--- src/rtl/ftp_pkg.sv ---
package ftp_pkg;
  localparam int unsigned DEF_DIV_W      = 6;
  localparam int unsigned DEF_PRE_FACTOR = 8;
endpackage

--- src/rtl/ftp_rst_sync.sv ---
module ftp_rst_sync (
  input  logic clk,
  input  logic arst_n,
  output logic srst_n
);
  logic [1:0] sh_q;
  logic [1:0] sh_d;

  always_comb begin
    sh_d = {sh_q[0], 1'b1};
  end

  always_ff @(posedge clk or negedge arst_n) begin
    if (!arst_n) sh_q <= '0;
    else         sh_q <= sh_d;
  end

  assign srst_n = sh_q[1];
endmodule

--- src/rtl/ftp_cfg_reg.sv ---
module ftp_cfg_reg #(
  parameter int unsigned DIV_W = ftp_pkg::DEF_DIV_W
) (
  input  logic             clk,
  input  logic             rst_n,
  input  logic             wr_en,
  input  logic [DIV_W-1:0] wr_div,
  input  logic             wr_pre,
  input  logic             acc_err,
  output logic [DIV_W-1:0] div_q,
  output logic             pre_q,
  output logic             loaded_q
);
  logic             accept;
  logic [DIV_W-1:0] div_d;
  logic             pre_d;
  logic             loaded_d;

  // one-time write: refused while the error flag is up or once locked
  always_comb begin
    accept   = wr_en && !acc_err && !loaded_q;
    div_d    = div_q;
    pre_d    = pre_q;
    loaded_d = loaded_q;
    if (accept) begin
      div_d    = wr_div;
      pre_d    = wr_pre;
      loaded_d = 1'b1;
    end
  end

  always_ff @(posedge clk or negedge rst_n) begin
    if (!rst_n) begin
      div_q    <= '0;
      pre_q    <= 1'b0;
      loaded_q <= 1'b0;
    end else if (accept) begin
      div_q    <= div_d;
      pre_q    <= pre_d;
      loaded_q <= loaded_d;
    end
  end
endmodule

--- src/rtl/ftp_tick_gen.sv ---
module ftp_tick_gen #(
  parameter int unsigned DIV_W      = ftp_pkg::DEF_DIV_W,
  parameter int unsigned PRE_FACTOR = ftp_pkg::DEF_PRE_FACTOR
) (
  input  logic             clk,
  input  logic             rst_n,
  input  logic             run,
  input  logic [DIV_W-1:0] div,
  input  logic             pre,
  output logic             tick
);
  logic             stg;
  logic [DIV_W-1:0] cnt_q;
  logic [DIV_W-1:0] cnt_d;
  logic             tick_d;

  generate
    if (PRE_FACTOR > 1) begin : g_pre
      localparam int unsigned PRE_W = $clog2(PRE_FACTOR);
      localparam logic [PRE_W-1:0] PRE_LAST = PRE_W'(PRE_FACTOR - 1);
      logic [PRE_W-1:0] pc_q;
      logic [PRE_W-1:0] pc_d;

      always_comb begin
        if (!run || !pre)        pc_d = '0;
        else if (pc_q == PRE_LAST) pc_d = '0;
        else                     pc_d = pc_q + 1'b1;
        stg = !pre || (pc_q == PRE_LAST);
      end

      always_ff @(posedge clk or negedge rst_n) begin
        if (!rst_n) pc_q <= '0;
        else        pc_q <= pc_d;
      end
    end else begin : g_nopre
      logic unused_pre;
      assign unused_pre = pre;
      assign stg = 1'b1;
    end
  endgenerate

  always_comb begin
    cnt_d  = cnt_q;
    tick_d = 1'b0;
    if (!run) begin
      cnt_d = '0;
    end else if (stg) begin
      if (cnt_q == div) begin
        cnt_d  = '0;
        tick_d = 1'b1;
      end else begin
        cnt_d = cnt_q + 1'b1;
      end
    end
  end

  always_ff @(posedge clk or negedge rst_n) begin
    if (!rst_n) begin
      cnt_q <= '0;
      tick  <= 1'b0;
    end else begin
      cnt_q <= cnt_d;
      tick  <= tick_d;
    end
  end
endmodule

--- src/rtl/flash_tick_prescaler.sv ---
module flash_tick_prescaler #(
  parameter int unsigned DIV_W      = ftp_pkg::DEF_DIV_W,
  parameter int unsigned PRE_FACTOR = ftp_pkg::DEF_PRE_FACTOR
) (
  input  logic             clk,
  input  logic             rst_n,
  input  logic             wr_en,
  input  logic [DIV_W-1:0] wr_div,
  input  logic             wr_pre,
  input  logic             acc_err,
  input  logic             cmd_req,
  output logic             cmd_accept,
  output logic             loaded,
  output logic [DIV_W-1:0] rd_div,
  output logic             rd_pre,
  output logic             tick
);
  logic srst_n;

  ftp_rst_sync u_rst (
    .clk    (clk),
    .arst_n (rst_n),
    .srst_n (srst_n)
  );

  ftp_cfg_reg #(.DIV_W(DIV_W)) u_cfg (
    .clk      (clk),
    .rst_n    (srst_n),
    .wr_en    (wr_en),
    .wr_div   (wr_div),
    .wr_pre   (wr_pre),
    .acc_err  (acc_err),
    .div_q    (rd_div),
    .pre_q    (rd_pre),
    .loaded_q (loaded)
  );

  ftp_tick_gen #(.DIV_W(DIV_W), .PRE_FACTOR(PRE_FACTOR)) u_tick (
    .clk   (clk),
    .rst_n (srst_n),
    .run   (loaded),
    .div   (rd_div),
    .pre   (rd_pre),
    .tick  (tick)
  );

  // commands gated until the timebase is configured
  assign cmd_accept = cmd_req && loaded;
endmodule

--- config.mk ---
export PLATFORM = sky130hd
export DESIGN_NAME = flash_tick_prescaler
export DESIGN_NICKNAME = d
export VERILOG_FILES = /design/src/rtl/ftp_pkg.sv /design/src/rtl/ftp_rst_sync.sv /design/src/rtl/ftp_cfg_reg.sv /design/src/rtl/ftp_tick_gen.sv /design/src/rtl/flash_tick_prescaler.sv
export SDC_FILE = /design/constraint.sdc
export NUM_CORES = 1
export LEC_CHECK = 0
export BUFFER_PORTS_ARGS = -buffer_cell sky130_fd_sc_hd__buf_4
export CELL_PAD_IN_SITES_DETAIL_PLACEMENT = 1
export CELL_PAD_IN_SITES_GLOBAL_PLACEMENT = 2
export CORE_AREA = 2 2 63 65
export DETAILED_ROUTE_END_ITERATION = 10
export DIE_AREA = 0 0 65 67
export PLACE_DENSITY = 0.58
export SLEW_MARGIN = 20
export SYNTH_ARGS = -nofsm -noshare
export SYNTH_HDL_FRONTEND = slang
export SYNTH_SLANG_ARGS = --single-unit
--- constraint.sdc ---
create_clock -name clk -period 0.8 [get_ports clk]
set_input_delay 0.08 -clock clk [delete_from_list [all_inputs] [get_ports clk]]
set_output_delay 0.08 -clock clk [all_outputs]
set_load 0.05 [all_outputs]
Yosys cells after proc, flatten, opt, wreduce, memory -nomap -nowiden. Cells that the tools add are included.

$add $sub $neg: 2. Eq/ne operators: 3. Mux-type cells: 8. Reductions and logical operators: 8.

Operators with widths (count): $mux 6 (3); $add 6x1->6 const B (1); $eq 6x6->1 (1); $mux 3 (2); $add 3x1->3 const B (1); $eq 3x3->1 const B (1); $logic_and 1x1->1 (3); $logic_not 1->1 (3); $mux 1 (3); $logic_or 1x1->1 (2); $ne 2x1->1 const B (1).

Flip-flop bits (word level): 20. Bits of input ports: 12. Output and inout bits: 10. Logic and storage cells: 28.

Logic depth before layout (Yosys ltp). Gate-level depths: netlist (run 1).

Depth in word-level cells: 4. Mapped depth: 7.

Cells and area by module. A second synthesis (run 1) with hierarchy kept.

Cells, all modules: 75. Area total of the unflattened synthesis: 974.7 um2.

Modules (own cells, without submodules): ftp_tick_gen (times used 1, cells each 53, area each 605.6 um2, sequential area each 250.2 um2); ftp_cfg_reg (times used 1, cells each 18, area each 309.0 um2, sequential area each 200.2 um2); ftp_rst_sync (times used 1, cells each 3, area each 53.8 um2, sequential area each 50.0 um2); flash_tick_prescaler (times used 1, cells each 1, area each 6.3 um2, sequential area each 0.0 um2).

Worst setup path after synthesis (run 1). Ideal clock, no wire load.

Path type: register to register. From: reg u_tick.g_pre.pc_q[0]. To: reg u_tick.cnt_q[3]. Setup time: 94 ps. Arrival time: 1402 ps. Required time: 706 ps. Path slack: -696 ps. Cell stages (with the launch flop): 8. Path buffers: 1. Clock period less this slack: 1496 ps. Cells stage by stage: dfrtp_1 > ha_1 > ha_1 > nand2b_2 > buf_4 > nand2_1 > xor2_1 > a211oi_1.

Word-level cells in the longest chain between the ends: 3.

Ends and longest elaborated chain: from (decl) (line ftp_tick_gen.sv:21) `logic [PRE_W-1:0] pc_q;`; from (signal assigned) (line ftp_tick_gen.sv:33) `else pc_q <= pc_d;`; $eq 3x3->1 (line ftp_tick_gen.sv:28) `stg = !pre || (pc_q == PRE_LAST);`; $logic_or 1x1->1 (line ftp_tick_gen.sv:28); $ne 2x1->1 (no source line); to (signal assigned) (line ftp_tick_gen.sv:62) `cnt_q <= cnt_d;`; to (decl) (line ftp_tick_gen.sv:13) `logic [DIV_W-1:0] cnt_q;`.

Every way passes these cells. A chain may end at the register's enable or synchronous reset.

Worst setup path after layout (run 1).
From: reg u_tick.g_pre.pc_q[0]. To: reg u_tick.cnt_q[4].

The elaborated chain is that of the path after synthesis.

==> impl_metrics.yaml, run 1 <==
sta:
  rsz0062_at_grt: "true"
  finalSetupViolCount: 28
  setup_tns_ns: -8.75
  layout_min_cycle_time_ns: 1.39
  final_hold_viol_count: 0
  worst_slack_ns: -0.588
  maxSlewViolCount: 0
  finalClockSkew_ns: 0.00436
  finalCritPeriodShare: 1.74
  holdWs_ns: 0.0406
  fmax_mhz: 720
outcome:
  outcome: "complete, but fails checks"
  violations: "setup timing"
drt:
  wl_met1_um: 871
  wl_met2_um: 1200
  ant_nets: 0
  dr.pass1.iters: 4
  top_layer: "met4"
  wl_per_cell_um: 13.4
  route.detailed.drc: 0
  wirelength_um: 2200
  vias: 713
  viasPerCell: 4.35
  routed-wl-met3_um: 109
  dr.first_iter.drc_count: 3
logic_synthesis:
  synthCells: 71
  synthAdderAreaFrac: 0.0418
  syn_area_per_cell_um2: 12.7
  ys_ff_latch: 20
  syn-num-nets: 86
  synthMuxAreaShare: 0.0877
  synth_xor_area_frac: 0.0975
  ys_types: 23
  netlist_area_um2: 898
  yosys.area_share.simple: 0.142
  synth.yosys.seq_area_share: 0.557
  synth_top_family_by_area: "simple AND/OR/NAND/NOR gates"
  synth-compound-area-share: 0.0529
  yosys_warnings: 0
placement:
  dp_slack_ns: -0.600
  place_congestion: 0.742
  dp_hpwl_um: 1560
  numPortBuffers: 21
worst_setup_path:
  critPathRequiredTime_ns: 0.95
  cp_common_cell: "ha_4"
  worstSetupPathType: "flop to flop"
  crit_path_cell_trace: "ha_4, ha_4, nand2b_4, nand4_1, xor2_1, a211oi_2"
  critPathCaptureType: "flop"
  crit_slowest_cell: "dfrtp_1"
  start_kind: "flop"
  critical_path.max_fanout: 5
  arrival_ns: 1.54
  slowest_delay_ns: 0.42
clock_tree:
  htreeDepth: 1
  cts_buffer_depth: 2
  cts_tree: "built"
  clk_latency_ns: 0.26
  clkSlewWorstSetupHoldPaths_ns: 0.08
  clock-sinks: 20
  root_buffer: "clkbuf_8"
  cts_buffers: 3
power_and_ir_drop:
  ir_drop_mv: 0.961
  p_per_area_mw_per_mm2: 2210
  leakage_nw: 0.699
floorplan:
  io_pins: 22
  fp.dieH_um: 67
  dieArea_mm2: 0.00436
  start_util: 0.249
  core-area_mm2: 0.00361
  die_w_um: 65
  rows: 22
cells_and_area:
  layout_common_cells: "buf_4 (22), dfrtp_1 (12), buf_6 (11), dfrtp_2 (8), mux2_4 (7)"
  diodes: 0
  area_delta_synth_final_pct: 72.1
  layout-drive-gt1-share: 0.638
  fin_nets: 132
  layout.cells.most_common: "buf_4"
global_route:
  grtUsageTotal: 0.117
  grt_pass1_vias: 812
  grt_max_degree: 19
  grt_pass1_wl_um: 3800
  gr-total-overflow: 0
  antenna_found_initial: 0
job:
  cap_violations: 0
min_path:
  hold_class: "input port to flop"
[cell type report]
class,count,area [um2]
fillers,396,2060
well taps,48,60.1
inverters,1,11.3
flip-flops and latches,20,510
repair buffers,42,429
multi-input cells,49,480
clock buffers,4,55.1
[repair_timing]
action                                  in CTS  in global routing
endpoints found under the hold margin        2                  0
pin swaps                                    5                  4
endpoints found under the setup margin      28                 28
hold buffers                                 1                  0
buffers inserted                             4                  2
cloned                                       1                  0
resized for setup                           24                  9
[critical path, delay by kind of cell (launching register included)]
kind	cells	cell delay, ns
AO/OA/AOI/OAI	1	0.05
XOR/XNOR	1	0.19
adder cells (fa/ha/maj)	2	0.34
flip-flops	1	0.42
AND/OR/NAND/NOR	2	0.28
[routing by layer]
metal	global-route usage	up-vias
met5	0	-
met4	0.0239	0
met3	0.0389	2
met2	0.214	15
met1	0.132	356
li1	-	340
[metrics by stage]
| step | utilization | area [um2] | total power, mW | std cells |
|---|---|---|---|---|
| 3_3_place_gp | 0.361 | 1300 | 2.48 | 154 |
| 4_1_cts | 0.419 | 1510 | 3.43 | 163 |
| 6_report | 0.429 | 1550 | 3.41 | 164 |
| 3_5_place_dp | 0.361 | 1300 | 2.50 | 154 |
| 2_1_floorplan | - | 977 | 2.03 | 71 |
| 5_1_grt | 0.429 | 1550 | 3.62 | 164 |
[path summary, 6_finish.rpt]
path,start,to,slack [ns],cells past startpoint
min in group asynchronous,rst_n,u_rst.sh_q[0],0.12,2
worst max register to register,u_tick.g_pre.pc_q[0],u_tick.cnt_q[4],-0.59,6
max in group asynchronous,u_rst.sh_q[1],u_cfg.div_q[1],0.38,1
worst min-delay path,wr_div[2],u_cfg.div_q[2],0.04,2
worst max-delay path,u_tick.g_pre.pc_q[0],u_tick.cnt_q[4],-0.59,6
worst min register to register,u_rst.sh_q[1],u_tick.tick,0.19,1
[kinds of logic (layout without fill, tap and decap cells)]
family                   count (synthesis)  count (layout)
XOR/XNOR                                10              10
flip-flops                              20              20
AO/OA/AOI/OAI                            6               6
other                                    1               1
multiplexers                             7               7
buffers and inverters                    3              47
adder cells (fa/ha/maj)                  3               3
AND/OR/NAND/NOR                         21              22
[state kept, by name, summed over array words and instances, names as in the netlist]
signal and flops:
u_cfg.div_q 6, u_tick.cnt_q 6, u_tick.g_pre.pc_q 3, u_rst.sh_q 2, u_cfg.loaded_q 1, u_cfg.pre_q 1
u_tick.tick 1
[report_power, final]
part	switching [mW]	leakage, nW	internal, mW
sequential	0.124	0.246	1.19
clock	0.352	0.0288	0.439
combinational	0.615	0.424	0.693
total	1.09	0.699	2.32
[synthesized netlist by cell type (all sizes together)]
library cell / n / area share
a211oi: 4 / 0.039
and2: 1 / 0.0070
and3: 4 / 0.028
buf: 1 / 0.0084
clkbuf: 1 / 0.0042
conb: 1 / 0.0042
dfrtp: 20 / 0.56
ha: 3 / 0.042
inv: 1 / 0.0042
mux2: 7 / 0.088
nand2: 6 / 0.025
nand2b: 2 / 0.017
nand3: 1 / 0.0056
nand3b: 1 / 0.0084
nand4: 3 / 0.021
nor2: 1 / 0.0070
nor3: 2 / 0.024
o22ai: 2 / 0.014
xnor2: 4 / 0.039
xor2: 6 / 0.058
Note: power is estimated with default switching activity, not from simulation.
==> inputs of run 2 (changes only) <==
--- a/config.mk
+++ b/config.mk
@@ -5,13 +5,14 @@
 export SDC_FILE = /design/constraint.sdc
 export NUM_CORES = 1
 export LEC_CHECK = 0
+export ABC_AREA = 1
 export BUFFER_PORTS_ARGS = -buffer_cell sky130_fd_sc_hd__buf_4
 export CELL_PAD_IN_SITES_DETAIL_PLACEMENT = 1
 export CELL_PAD_IN_SITES_GLOBAL_PLACEMENT = 2
-export CORE_AREA = 2 2 63 65
+export CORE_AREA = 2 2 65 67
 export DETAILED_ROUTE_END_ITERATION = 10
-export DIE_AREA = 0 0 65 67
-export PLACE_DENSITY = 0.58
+export DIE_AREA = 0 0 67 69
+export PLACE_DENSITY = 0.63
 export SLEW_MARGIN = 20
 export SYNTH_ARGS = -nofsm -noshare
 export SYNTH_HDL_FRONTEND = slang
==> impl_metrics.yaml, run 2 <==
outcome:
  outcome: "complete, but fails checks"
  violations: "setup timing"
cells_and_area:
  largest_registers: "u_cfg.div_q (6), u_tick.cnt_q (6), u_tick.g_pre.pc_q (3)"
  multi_input_area_um2: 556
  area_delta_synth_final_pct: 80.9
  layout_common_cells: "buf_4 (30), buf_6 (16), nand2_1 (15), inv_2 (12), dfrtp_1 (12)"
  fin_cells: 215
  utilization: 0.444
  ff_latch_area_um2: 510
  diodes: 0
  fin_nets: 181
  layout.cells.most_common: "buf_4"
  design_area_mm2: 0.00174
  layout-drive-gt1-share: 0.685
  num-fill-cells: 468
drt:
  routed-wl-met3_um: 106
  route.detailed.drc: 0
  dr.first_iter.drc_count: 8
  viasPerCell: 4.17
  dr.pass1.iters: 2
  wl_met1_um: 1040
  ant_nets: 0
  wl_met2_um: 1420
  top_layer: "met4"
  vias: 896
  wirelength_um: 2610
  wl_per_cell_um: 12.1
global_route:
  antenna_found_initial: 0
  grtUsageTotal: 0.121
  grt_pass1_wl_um: 4240
  grt_pass1_vias: 919
  gr-total-overflow: 0
  grt_max_degree: 19
placement:
  numPortBuffers: 21
  dp_hpwl_um: 1880
  place_congestion: 0.694
  dpl-instance-area_mm2: 0.00138
  dp_slack_ns: -0.480
  dp.cells: 201
worst_setup_path:
  critPathRequiredTime_ns: 0.97
  crit_path_cell_trace: "ha_4, ha_4, nor2_4, buf_4, nor3_4, xnor2_1, nor2_1"
  start_kind: "flop"
  crit_slowest_cell: "dfrtp_1"
  rr_startpoint: "u_tick.g_pre.pc_q[1]"
  rr_worst_depth: 7
  worstSetupPathType: "flop to flop"
  slowest_delay_ns: 0.41
  r2r_slack_ns: -0.52
  path_depth: 7
  critical_path.max_fanout: 3
  critPathBufInv: 1
  critPathCaptureType: "flop"
  cp_common_cell: "ha_4"
  cp_top_family: "flip-flops"
  endpoint: "u_tick.cnt_q[5]"
  arrival_ns: 1.49
  r2r_end: "u_tick.cnt_q[5]"
  setup.worst_path.start: "u_tick.g_pre.pc_q[1]"
logic_synthesis:
  yosys.cell_count.top_type: "nand2_1"
  synthCells: 110
  synth_area_leaders: "dfrtp_1 (52%), nand2_1 (9.4%), nor2_1 (7.0%)"
  async_flop_share: 1.00
  ys_types: 22
  ys_ff_latch: 20
  syn-num-nets: 125
  synth.yosys.seq_area_share: 0.521
  synth_edf_count: 0
  synth_top_area_frac: 0.521
  netlist_area_um2: 961
  yosys.area.top_type: "dfrtp_1"
  synth_ff_type: "dfrtp_1"
  yosys_warnings: 0
  syn_area_per_cell_um2: 8.74
  synth_commonest_cells: "nand2_1 (24), dfrtp_1 (20), nor2_1 (18)"
sta:
  fmax_mhz: 755
  finalCritPeriodShare: 1.65
  layout_min_cycle_time_ns: 1.32
  rsz0062_at_grt: "true"
  finalSetupViolCount: 28
  worst_slack_ns: -0.524
  finalClockSkew_ns: 0.00503
  maxSlewViolCount: 0
  setup_tns_ns: -8.27
  final_hold_viol_count: 0
power_and_ir_drop:
  leakage_nw: 0.840
  p_per_area_mw_per_mm2: 1070
  ir_drop_mv: 0.747
clock_tree:
  cts_tree: "built"
  clkSlewWorstSetupHoldPaths_ns: 0.08
  cts_buffer_depth: 2
  clock-sinks: 20
  root_buffer: "clkbuf_8"
  cts_buffers: 3
  htreeDepth: 1
  clk_latency_ns: 0.27
floorplan:
  io_pins: 22
  core-area_mm2: 0.00391
  die_w_um: 67
  rows: 23
  dieArea_mm2: 0.00462
  fp.dieH_um: 69
  start_util: 0.246
min_path:
  hold_class: "input port to flop"
job:
  cap_violations: 0
==> run 2: what timing repair did <==
action	4_1_cts	5_1_grt
hold buffers	1	0
cloned	0	0
endpoints found under the setup margin	28	28
setup buffers	6	3
resized for setup	43	26
pin swaps	6	12
hold endpoints to repair	2	0
==> run 2: logic make-up after synthesis <==
| kind of cell | count (synthesis) | share of synthesized area |
|---|---|---|
| xor gates and xnor gates | 4 | 0.0365 |
| and+or+nand+nor | 53 | 0.254 |
| other | 1 | 0.00390 |
| DFF | 20 | 0.521 |
| AOI/OAI and AO/OA | 8 | 0.0443 |
| buffers and inverters | 19 | 0.0781 |
| adders and majority gates | 3 | 0.0391 |
| muxes | 2 | 0.0234 |
==> run 2: cell type report <==
class	count	share of cell area
Tap cell	50	0.0360
Clock buffer	4	0.0259
Timing Repair Buffer	52	0.282
Multi-Input combinational cell	71	0.320
Sequential cell	20	0.294
Inverter	18	0.0425
==> run 2: worst min path at each step <==
| stage | start | endpoint | slack (ns) | cells after the start |
|---|---|---|---|---|
| after CTS | wr_pre | u_cfg.pre_q | 0.04 | 2 |
| after global routing | wr_div[5] | u_cfg.div_q[5] | 0.04 | 2 |
| after detailed placement | rst_n | u_rst.sh_q[0] | -0.14 | 1 |
| after floorplan | rst_n | u_rst.sh_q[0] | -0.22 | 0 |
| after global placement | rst_n | u_rst.sh_q[0] | -0.14 | 1 |
| final | wr_pre | u_cfg.pre_q | 0.04 | 2 |
==> run 2: report_power, final <==
part           switching [mW]  internal (mW)
registers             0.00139           1.01
logic                  0.0527         0.0537
clock network           0.373          0.357
==> run 2: metrics by stage <==
stage | total power, mW | hold slack, ns
2_1_floorplan | 1.06 | -0.216
3_3_place_gp | 1.12 | -0.138
3_5_place_dp | 1.12 | -0.136
4_1_cts | 1.87 | 0.0358
5_1_grt | 1.92 | 0.0370
6_report | 1.85 | 0.0372
==> run 2: routing by layer <==
layer | GRT usage | vias to the layer above
met3 | 0.0310 | 4
met5 | 0 | -
met1 | 0.154 | 436
met2 | 0.194 | 14
li1 | - | 442
met4 | 0.0476 | 0
